**src/rtl/ctm_pkg.sv**
```systemverilog
package ctm_pkg;
    localparam int NCH = 2;
    localparam int AW  = 3;

    typedef logic [AW-1:0] ctm_addr_t;

    localparam ctm_addr_t ADR_CTRL   = 3'd0;
    localparam ctm_addr_t ADR_RELOAD = 3'd2;
    localparam ctm_addr_t ADR_COUNT  = 3'd4;
    localparam ctm_addr_t ADR_FLAGS  = 3'd6;
    localparam ctm_addr_t ADR_MODE   = 3'd7;

    // control word: bit 0 run, bit 1 output enable, bit 2 event source
    typedef struct packed {
        logic evt_mode;
        logic out_en;
        logic run_req;
    } ctm_cfg_t;

    typedef enum logic [1:0] {
        SRC_PRESCALE = 2'd0,
        SRC_EVENT    = 2'd1,
        SRC_CHAIN    = 2'd2
    } ctm_src_e;

    function automatic logic [2:0] cfg_view(ctm_cfg_t c, logic run_seen);
        return {c.evt_mode, c.out_en, run_seen};
    endfunction

    function automatic ctm_src_e pick_src(logic chained, logic evt_mode);
        if (chained)  return SRC_CHAIN;
        if (evt_mode) return SRC_EVENT;
        return SRC_PRESCALE;
    endfunction
endpackage

```
**src/rtl/ctm_channel.sv**
```systemverilog
module ctm_channel
    import ctm_pkg::*;
#(
    parameter int DW = 8
) (
    input  logic          clk,
    input  logic          rst,
    input  logic          tick_i,
    input  logic          run_req_i,
    input  logic          immediate_i,
    input  logic          preset_i,
    input  logic [DW-1:0] preset_val_i,
    input  logic [DW-1:0] reload_i,
    input  logic          reload_at_zero_i,
    output logic [DW-1:0] count_o,
    output logic          run_rd_o,
    output logic          zstep_o,
    output logic          tog_o
);
    logic          running_q;
    logic [DW-1:0] count_q;
    logic          tog_q;
    logic          active;
    logic          step;
    logic          at_zero;

    assign active   = immediate_i ? run_req_i : running_q;
    assign step     = tick_i & active;
    assign at_zero  = (count_q == '0);
    assign zstep_o  = step & at_zero;
    assign run_rd_o = immediate_i ? run_req_i : (run_req_i | running_q);
    assign count_o  = count_q;
    assign tog_o    = tog_q;

    always_ff @(posedge clk) begin
        if (rst) begin
            running_q <= 1'b0;
        end else if (immediate_i || tick_i) begin
            running_q <= run_req_i;
        end
    end

    always_ff @(posedge clk) begin
        if (rst) begin
            count_q <= '0;
        end else if (step) begin
            if (at_zero) count_q <= reload_at_zero_i ? reload_i : '1;
            else         count_q <= count_q - DW'(1);
        end else if (preset_i && !run_rd_o) begin
            count_q <= preset_val_i;
        end
    end

    always_ff @(posedge clk) begin
        if (rst) tog_q <= 1'b0;
        else     tog_q <= tog_q ^ zstep_o;
    end


    dec_step_chk: assert property (@(posedge clk) disable iff (rst)
        (step && !at_zero) |=> (count_q == $past(count_q) - DW'(1)));


    sync_hold_chk: assert property (@(posedge clk) disable iff (rst)
        (!immediate_i && !tick_i) |=> $stable(running_q));


    last_step_chk: assert property (@(posedge clk) disable iff (rst)
        (!immediate_i && tick_i && running_q && !run_req_i && !at_zero)
        |=> (!running_q && count_q == $past(count_q) - DW'(1)));


    tog_hold_chk: assert property (@(posedge clk) disable iff (rst)
        !zstep_o |=> $stable(tog_q));
endmodule

```
**src/rtl/ctm_regs.sv**
```systemverilog
module ctm_regs
    import ctm_pkg::*;
#(
    parameter int DW = 8
) (
    input  logic                     clk,
    input  logic                     rst,
    input  logic                     wr_en,
    input  logic                     rd_en,
    input  ctm_addr_t                addr,
    input  logic [DW-1:0]            wr_data,
    output logic [DW-1:0]            rd_data,
    input  logic [NCH-1:0][DW-1:0]   cnt_i,
    input  logic [NCH-1:0]           run_rd_i,
    input  logic [NCH-1:0]           set_i,
    output ctm_cfg_t [NCH-1:0]       cfg_o,
    output logic [NCH-1:0][DW-1:0]   reload_o,
    output logic [NCH-1:0]           preset_o,
    output logic [NCH-1:0]           flag_o,
    output logic                     cascade_o
);
    ctm_cfg_t [NCH-1:0]     cfg_q;
    logic [NCH-1:0][DW-1:0] reload_q;
    logic [NCH-1:0]         flag_q;
    logic                   cascade_q;
    logic [DW-1:0]          shadow_q;
    logic [DW-1:0]          rd_q;
    logic [DW-1:0]          rd_next;
    logic                   flag_wr;
    logic                   low_rd;

    assign flag_wr   = wr_en && (addr == ADR_FLAGS);
    assign low_rd    = rd_en && (addr == ADR_COUNT) && cascade_q;
    assign cfg_o     = cfg_q;
    assign reload_o  = reload_q;
    assign flag_o    = flag_q;
    assign cascade_o = cascade_q;
    assign rd_data   = rd_q;

    for (genvar g = 0; g < NCH; g++) begin : g_preset
        localparam ctm_addr_t RL_ADR = ADR_RELOAD + ctm_addr_t'(g);
        assign preset_o[g] = wr_en && (addr == RL_ADR);
    end

    always_ff @(posedge clk) begin
        if (rst) begin
            cfg_q     <= '0;
            reload_q  <= '0;
            flag_q    <= '0;
            cascade_q <= 1'b0;
        end else begin
            for (int i = 0; i < NCH; i++) begin
                if (wr_en && addr == ADR_CTRL + ctm_addr_t'(i))
                    cfg_q[i] <= ctm_cfg_t'(wr_data[2:0]);
                if (wr_en && addr == ADR_RELOAD + ctm_addr_t'(i))
                    reload_q[i] <= wr_data;
                flag_q[i] <= set_i[i] | (flag_q[i] & ~(flag_wr & wr_data[i]));
            end
            if (wr_en && addr == ADR_MODE) cascade_q <= wr_data[0];
        end
    end

    always_ff @(posedge clk) begin
        if (rst)         shadow_q <= '0;
        else if (low_rd) shadow_q <= cnt_i[1];
    end

    always_comb begin
        rd_next = '0;
        for (int i = 0; i < NCH; i++) begin
            if (addr == ADR_CTRL + ctm_addr_t'(i))
                rd_next = DW'(cfg_view(cfg_q[i], run_rd_i[i]));
            if (addr == ADR_RELOAD + ctm_addr_t'(i))
                rd_next = reload_q[i];
            if (addr == ADR_COUNT + ctm_addr_t'(i))
                rd_next = (i == 1 && cascade_q) ? shadow_q : cnt_i[i];
        end
        if (addr == ADR_FLAGS) rd_next = DW'(flag_q);
        if (addr == ADR_MODE)  rd_next = DW'(cascade_q);
    end

    always_ff @(posedge clk) begin
        if (rst)        rd_q <= '0;
        else if (rd_en) rd_q <= rd_next;
    end


    w1c_clear_chk: assert property (@(posedge clk) disable iff (rst)
        (flag_wr && wr_data[0] && !set_i[0]) |=> !flag_q[0]);


    w0_keep_chk: assert property (@(posedge clk) disable iff (rst)
        (flag_wr && !wr_data[0] && flag_q[0]) |=> flag_q[0]);


    casc_lowflag_chk: assert property (@(posedge clk) disable iff (rst)
        (cascade_q && !flag_q[0]) |=> !flag_q[0]);


    shadow_hold_chk: assert property (@(posedge clk) disable iff (rst)
        !low_rd |=> $stable(shadow_q));
endmodule

```
**src/rtl/cascade_timer.sv**
```systemverilog
module cascade_timer
    import ctm_pkg::*;
#(
    parameter int DW = 8
) (
    input  logic          clk,
    input  logic          rst,
    input  logic          wr_en,
    input  logic          rd_en,
    input  logic [2:0]    addr,
    input  logic [DW-1:0] wr_data,
    output logic [DW-1:0] rd_data,
    input  logic          cnt_tick_i,
    input  logic          evt_i,
    output logic [1:0]    tout_o,
    output logic [1:0]    irq_o
);
    ctm_cfg_t [NCH-1:0]     cfg;
    logic [NCH-1:0][DW-1:0] reload;
    logic [NCH-1:0][DW-1:0] count;
    logic [NCH-1:0]         preset;
    logic [NCH-1:0]         run_rd;
    logic [NCH-1:0]         zstep;
    logic [NCH-1:0]         tog;
    logic [NCH-1:0]         tick;
    logic [NCH-1:0]         set_flag;
    logic [NCH-1:0]         flag;
    logic                   cascade;
    logic                   evt_q;
    logic                   evt_pulse;
    ctm_src_e [NCH-1:0]     src;

    always_ff @(posedge clk) begin
        if (rst) evt_q <= 1'b0;
        else     evt_q <= evt_i;
    end
    assign evt_pulse = evt_i & ~evt_q;

    assign src[0] = pick_src(1'b0, cfg[0].evt_mode);
    assign src[1] = pick_src(cascade, cfg[1].evt_mode);

    for (genvar g = 0; g < NCH; g++) begin : g_tick
        always_comb begin
            unique case (src[g])
                SRC_EVENT: tick[g] = evt_pulse;
                SRC_CHAIN: tick[g] = (g == 1) ? zstep[0] : 1'b0;
                default:   tick[g] = cnt_tick_i;
            endcase
        end
        assign tout_o[g] = tog[g] & cfg[g].out_en;
    end

    ctm_regs #(.DW(DW)) u_regs (
        .clk       (clk),
        .rst       (rst),
        .wr_en     (wr_en),
        .rd_en     (rd_en),
        .addr      (addr),
        .wr_data   (wr_data),
        .rd_data   (rd_data),
        .cnt_i     (count),
        .run_rd_i  (run_rd),
        .set_i     (set_flag),
        .cfg_o     (cfg),
        .reload_o  (reload),
        .preset_o  (preset),
        .flag_o    (flag),
        .cascade_o (cascade)
    );

    ctm_channel #(.DW(DW)) u_lo (
        .clk              (clk),
        .rst              (rst),
        .tick_i           (tick[0]),
        .run_req_i        (cfg[0].run_req),
        .immediate_i      (cfg[0].evt_mode),
        .preset_i         (preset[0]),
        .preset_val_i     (wr_data),
        .reload_i         (reload[0]),
        .reload_at_zero_i (!cascade || (count[1] == '0)),
        .count_o          (count[0]),
        .run_rd_o         (run_rd[0]),
        .zstep_o          (zstep[0]),
        .tog_o            (tog[0])
    );

    ctm_channel #(.DW(DW)) u_hi (
        .clk              (clk),
        .rst              (rst),
        .tick_i           (tick[1]),
        .run_req_i        (cascade ? run_rd[0] : cfg[1].run_req),
        .immediate_i      (cascade || cfg[1].evt_mode),
        .preset_i         (preset[1]),
        .preset_val_i     (wr_data),
        .reload_i         (reload[1]),
        .reload_at_zero_i (1'b1),
        .count_o          (count[1]),
        .run_rd_o         (run_rd[1]),
        .zstep_o          (zstep[1]),
        .tog_o            (tog[1])
    );

    assign set_flag = {zstep[1], zstep[0] & ~cascade};
    assign irq_o    = flag;


    casc16_chk: assert property (@(posedge clk) disable iff (rst)
        (cascade && zstep[1]) |-> (zstep[0] && count[0] == '0));


    evt_ignore_tick_chk: assert property (@(posedge clk) disable iff (rst)
        (cfg[0].evt_mode && !evt_pulse) |=> $stable(count[0]));
endmodule

```
**config.mk**
```make
export PLATFORM = sky130hd
export DESIGN_NAME = cascade_timer
export DESIGN_NICKNAME = d
export VERILOG_FILES = /design/src/rtl/ctm_pkg.sv /design/src/rtl/ctm_channel.sv /design/src/rtl/ctm_regs.sv /design/src/rtl/cascade_timer.sv
export SDC_FILE = /design/constraint.sdc
export NUM_CORES = 1
export LEC_CHECK = 0
export BUFFER_PORTS_ARGS = -buffer_cell sky130_fd_sc_hd__buf_2
export CORE_ASPECT_RATIO = 0.6
export CORE_UTILIZATION = 30
export CTS_BUF_LIST = sky130_fd_sc_hd__clkbuf_2
export DETAILED_ROUTE_END_ITERATION = 10
export PLACE_DENSITY = 0.48
export SLEW_MARGIN = 0
export SYNTH_ARGS = -nofsm -noshare
export SYNTH_HDL_FRONTEND = slang
export SYNTH_SLANG_ARGS = --single-unit
```
**constraint.sdc**
```tcl
create_clock -name clk -period 2 [get_ports clk]
set_input_delay 0.1 -clock clk [delete_from_list [all_inputs] [get_ports clk]]
set_output_delay 0.1 -clock clk [all_outputs]
set_load 0.02 [all_outputs]
```
==> out/metrics.csv <==
stage;metric;value;unit
outcome;outcome;finished clean;
global_route;grt_max_degree;29;
place;dpl_cell_area;4000;µm²
final_layout;final_cell_mix;dfxtp_1 (62), nand2_1 (61), buf_4 (44);
die;dieWidth;141;µm
place;pre_cts_slack;-0.0181;ns
clock_tree;clock_sinks;62;
detailed_routing;post_drt_wl_per_cell;17.7;µm
global_route;grt_pass1_wl;18100;µm
timing;min_period;1.90;ns
die;dieArea;12000;µm²
place;numPlacedInstances;629;
timing;tightest_slew;0.597;ns
final_layout;postLayoutCoreUtil;0.380;
timing;hold_viol_final;0;
final_layout;final_area;4290;µm²
die;ios;29;
die;start_util;0.308;
clock_tree;path_clk_slew;0.18;ns
global_route;antenna_found_initial;0;
power;p_per_area;644;nW/µm²
synth;synth_top_area_frac;0.357;
clock_tree;cts_made_buffers;9;
place;io_buffers;28;
timing;tns;0;ns
clock_tree;cts_tree;done;
detailed_routing;drt-vias-per-instance;5.23;
detailed_routing;ant_nets;0;
worst_setup_path;crit_type;register to register;
final_layout;fin_nets;515;
timing;max_freq;527;MHz
die;fp-row-count;30;
timing;maxSlewViolCount;0;
timing;rsz0062_at_grt;no;
clock_tree;clock_latency;0.54;ns
final_layout;layoutNonFillerInstCount;659;
global_route;grt_pass1_vias;3067;
place;gp_congestion;0.913;
final_layout;fillCellCount;1198;
final_layout;multi_input_area;2090;µm²
synth;synthArstFlopShare;0;
synth;seq_area_frac_synth;0.357;
synth;synth_nets;449;
synth;synth.area.top_cells;dfxtp_1 (36%), mux2i_1 (7.5%), nand2_1 (6.7%);
worst_setup_path;worstPathRequired;2.45;ns
synth;synth_cells;428;
power;leakagePower;1.70;nW
die;core;11300;µm²
synth;ys_ff_latch;62;
worst_setup_path;end_kind;register;
synth;yosys_warnings;0;
final_layout;drive_gt1_frac;0.240;
worst_setup_path;crit_arrival;2.35;ns
synth;synth.distinct_cells;58;
clock_tree;clockRootBuffer;clkbuf_2;
synth;synth_enable_flop_cells;0;
global_route;grt-ovfl-total;0;
synth;synth_area;3470;µm²
power;ir_drop;0.000338;V
worst_setup_path;critPathSlowestCell;or4_1;
timing;layout_setup_ws;0.103;ns
die;die_h;85.4;µm
worst_setup_path;start_kind;register;
final_layout;mostFrequentLayoutCell;dfxtp_1;
timing;setup_viol;0;
hold_path;hold_path.class;primary input to register;
synth;syn_avg_cell_area;8.12;µm²
final_layout;regArea;1240;µm²
worst_setup_path;path_cells;or4_1, buf_4, nor2_1, a21boi_0, and3_1, a311oi_1;
global_route;grt_use_total;0.205;
detailed_routing;routed_wl;11700;µm
detailed_routing;num_vias;3445;
power;power;2.76;mW
detailed_routing;drt_first_pass_iters;5;
synth;synth_ff_type;dfxtp_1;
timing;skew;0.0219;ns
timing;whs;0.0470;ns
detailed_routing;drc;0;
timing;slew_headroom;0.599;
final_layout;syn_to_final_growth;23.4;%
clock_tree;cts_buffer_depth;2;
worst_setup_path;max_stage_delay;0.63;ns
job;max_cap_violations;0;
timing;post-route-period-util;0.948;
synth;yosys.area.top_type;dfxtp_1;
final_layout;diodes;0;
place;hpwlAfterDp;8830;µm
clock_tree;htreeDepth;3;
detailed_routing;drt_iter0_drc;341;
worst_setup_path;critPathMaxFanout;5;
==> cells in the mapped netlist (2+ instances only) <==
cell type,count
a221oi_1,2
and2b_2,3
a311oi_1,8
inv_1,9
or2b_2,2
o211ai_1,9
nor2b_1,3
a21boi_0,4
a211oi_1,12
xor2_1,3
clkbuf_8,3
or3_1,2
nor2_1,44
nor4_1,2
nand3b_1,2
o21ai_0,8
a21oi_1,39
clkbuf_1,16
xnor2_1,5
o22ai_1,18
buf_6,2
or3b_2,2
nand3_1,4
nor3_1,12
nand2_1,62
buf_1,3
ha_1,4
dfxtp_1,62
a31oi_1,2
nand2b_1,10
and4b_1,2
and2_1,4
mux2_2,10
nand4_1,3
mux2i_1,26
buf_2,4
==> sequential cells by signal, indices dropped and copies added (netlist names), 2 cells and up <==
signal	count
u_hi.count_o	8
u_lo.count_o	8
u_regs.cfg_o	6
u_regs.flag_o	2
u_regs.rd_data	8
u_regs.reload_o	16
u_regs.shadow_q	8
==> path summary, 6_finish.rpt <==
check / startpoint / end / slack [ns] / cells after the start
worst min-delay path: rst / evt_q / 0.05 / 2
worst min register to register: u_regs.rd_data[4] / u_regs.rd_data[4] / 0.48 / 2
worst max-delay path: u_hi.count_o[2] / u_hi.count_o[6] / 0.10 / 6
worst max register to register: u_hi.count_o[2] / u_hi.count_o[6] / 0.10 / 6
==> layer usage <==
| layer | share of wire | track usage | up-vias |
|---|---|---|---|
| met5 | 0 | 0.0243 | - |
| met3 | 0.060 | 0.0660 | 6 |
| met1 | 0.56 | 0.321 | 1674 |
| li1 | - | - | 1677 |
| met4 | 0.0045 | 0.0425 | 0 |
| met2 | 0.38 | 0.259 | 88 |
==> where the power goes <==
part | internal, mW | switching, mW | leakage, nW
Sequential | 1.27 | 0.0249 | 0.502
Clock | 0.405 | 0.507 | 0.0770
Combinational | 0.242 | 0.314 | 1.12
==> timing repair <==
item / CTS / global route
buffers inserted: 0 / 2
endpoints found under the hold margin: 47 / 0
hold buffers: 12 / 0
resized for setup: 2 / 6
pin swaps: 0 / 1
endpoints found under the setup margin: 2 / 10
==> logic make-up (layout without fill, tap and decap cells) <==
group,Yosys count,in the layout,share of synthesized area
simple gates,166,166,0.229
mux,36,36,0.107
fa+ha+maj,4,4,0.0144
xor+xnor,8,8,0.0202
flops,62,62,0.357
compound gates,114,114,0.216
buf+inv,38,109,0.0558
==> cell type report <==
type	instances	area share
Sequential cell	62	0.289
Inverter	9	0.00788
Multi-Input combinational cell	328	0.487
Clock buffer	9	0.0105
Tap cell	160	0.0467
Clock inverter	7	0.0207
Timing Repair Buffer	84	0.138
==> critical path, delay by kind of cell (launching register included) <==
kind	cells	cell delay, ns
flops	1	0.35
compound gates	2	0.32
simple gates	3	0.96
buf+inv	1	0.20
(Power assumes the default switching activity.)
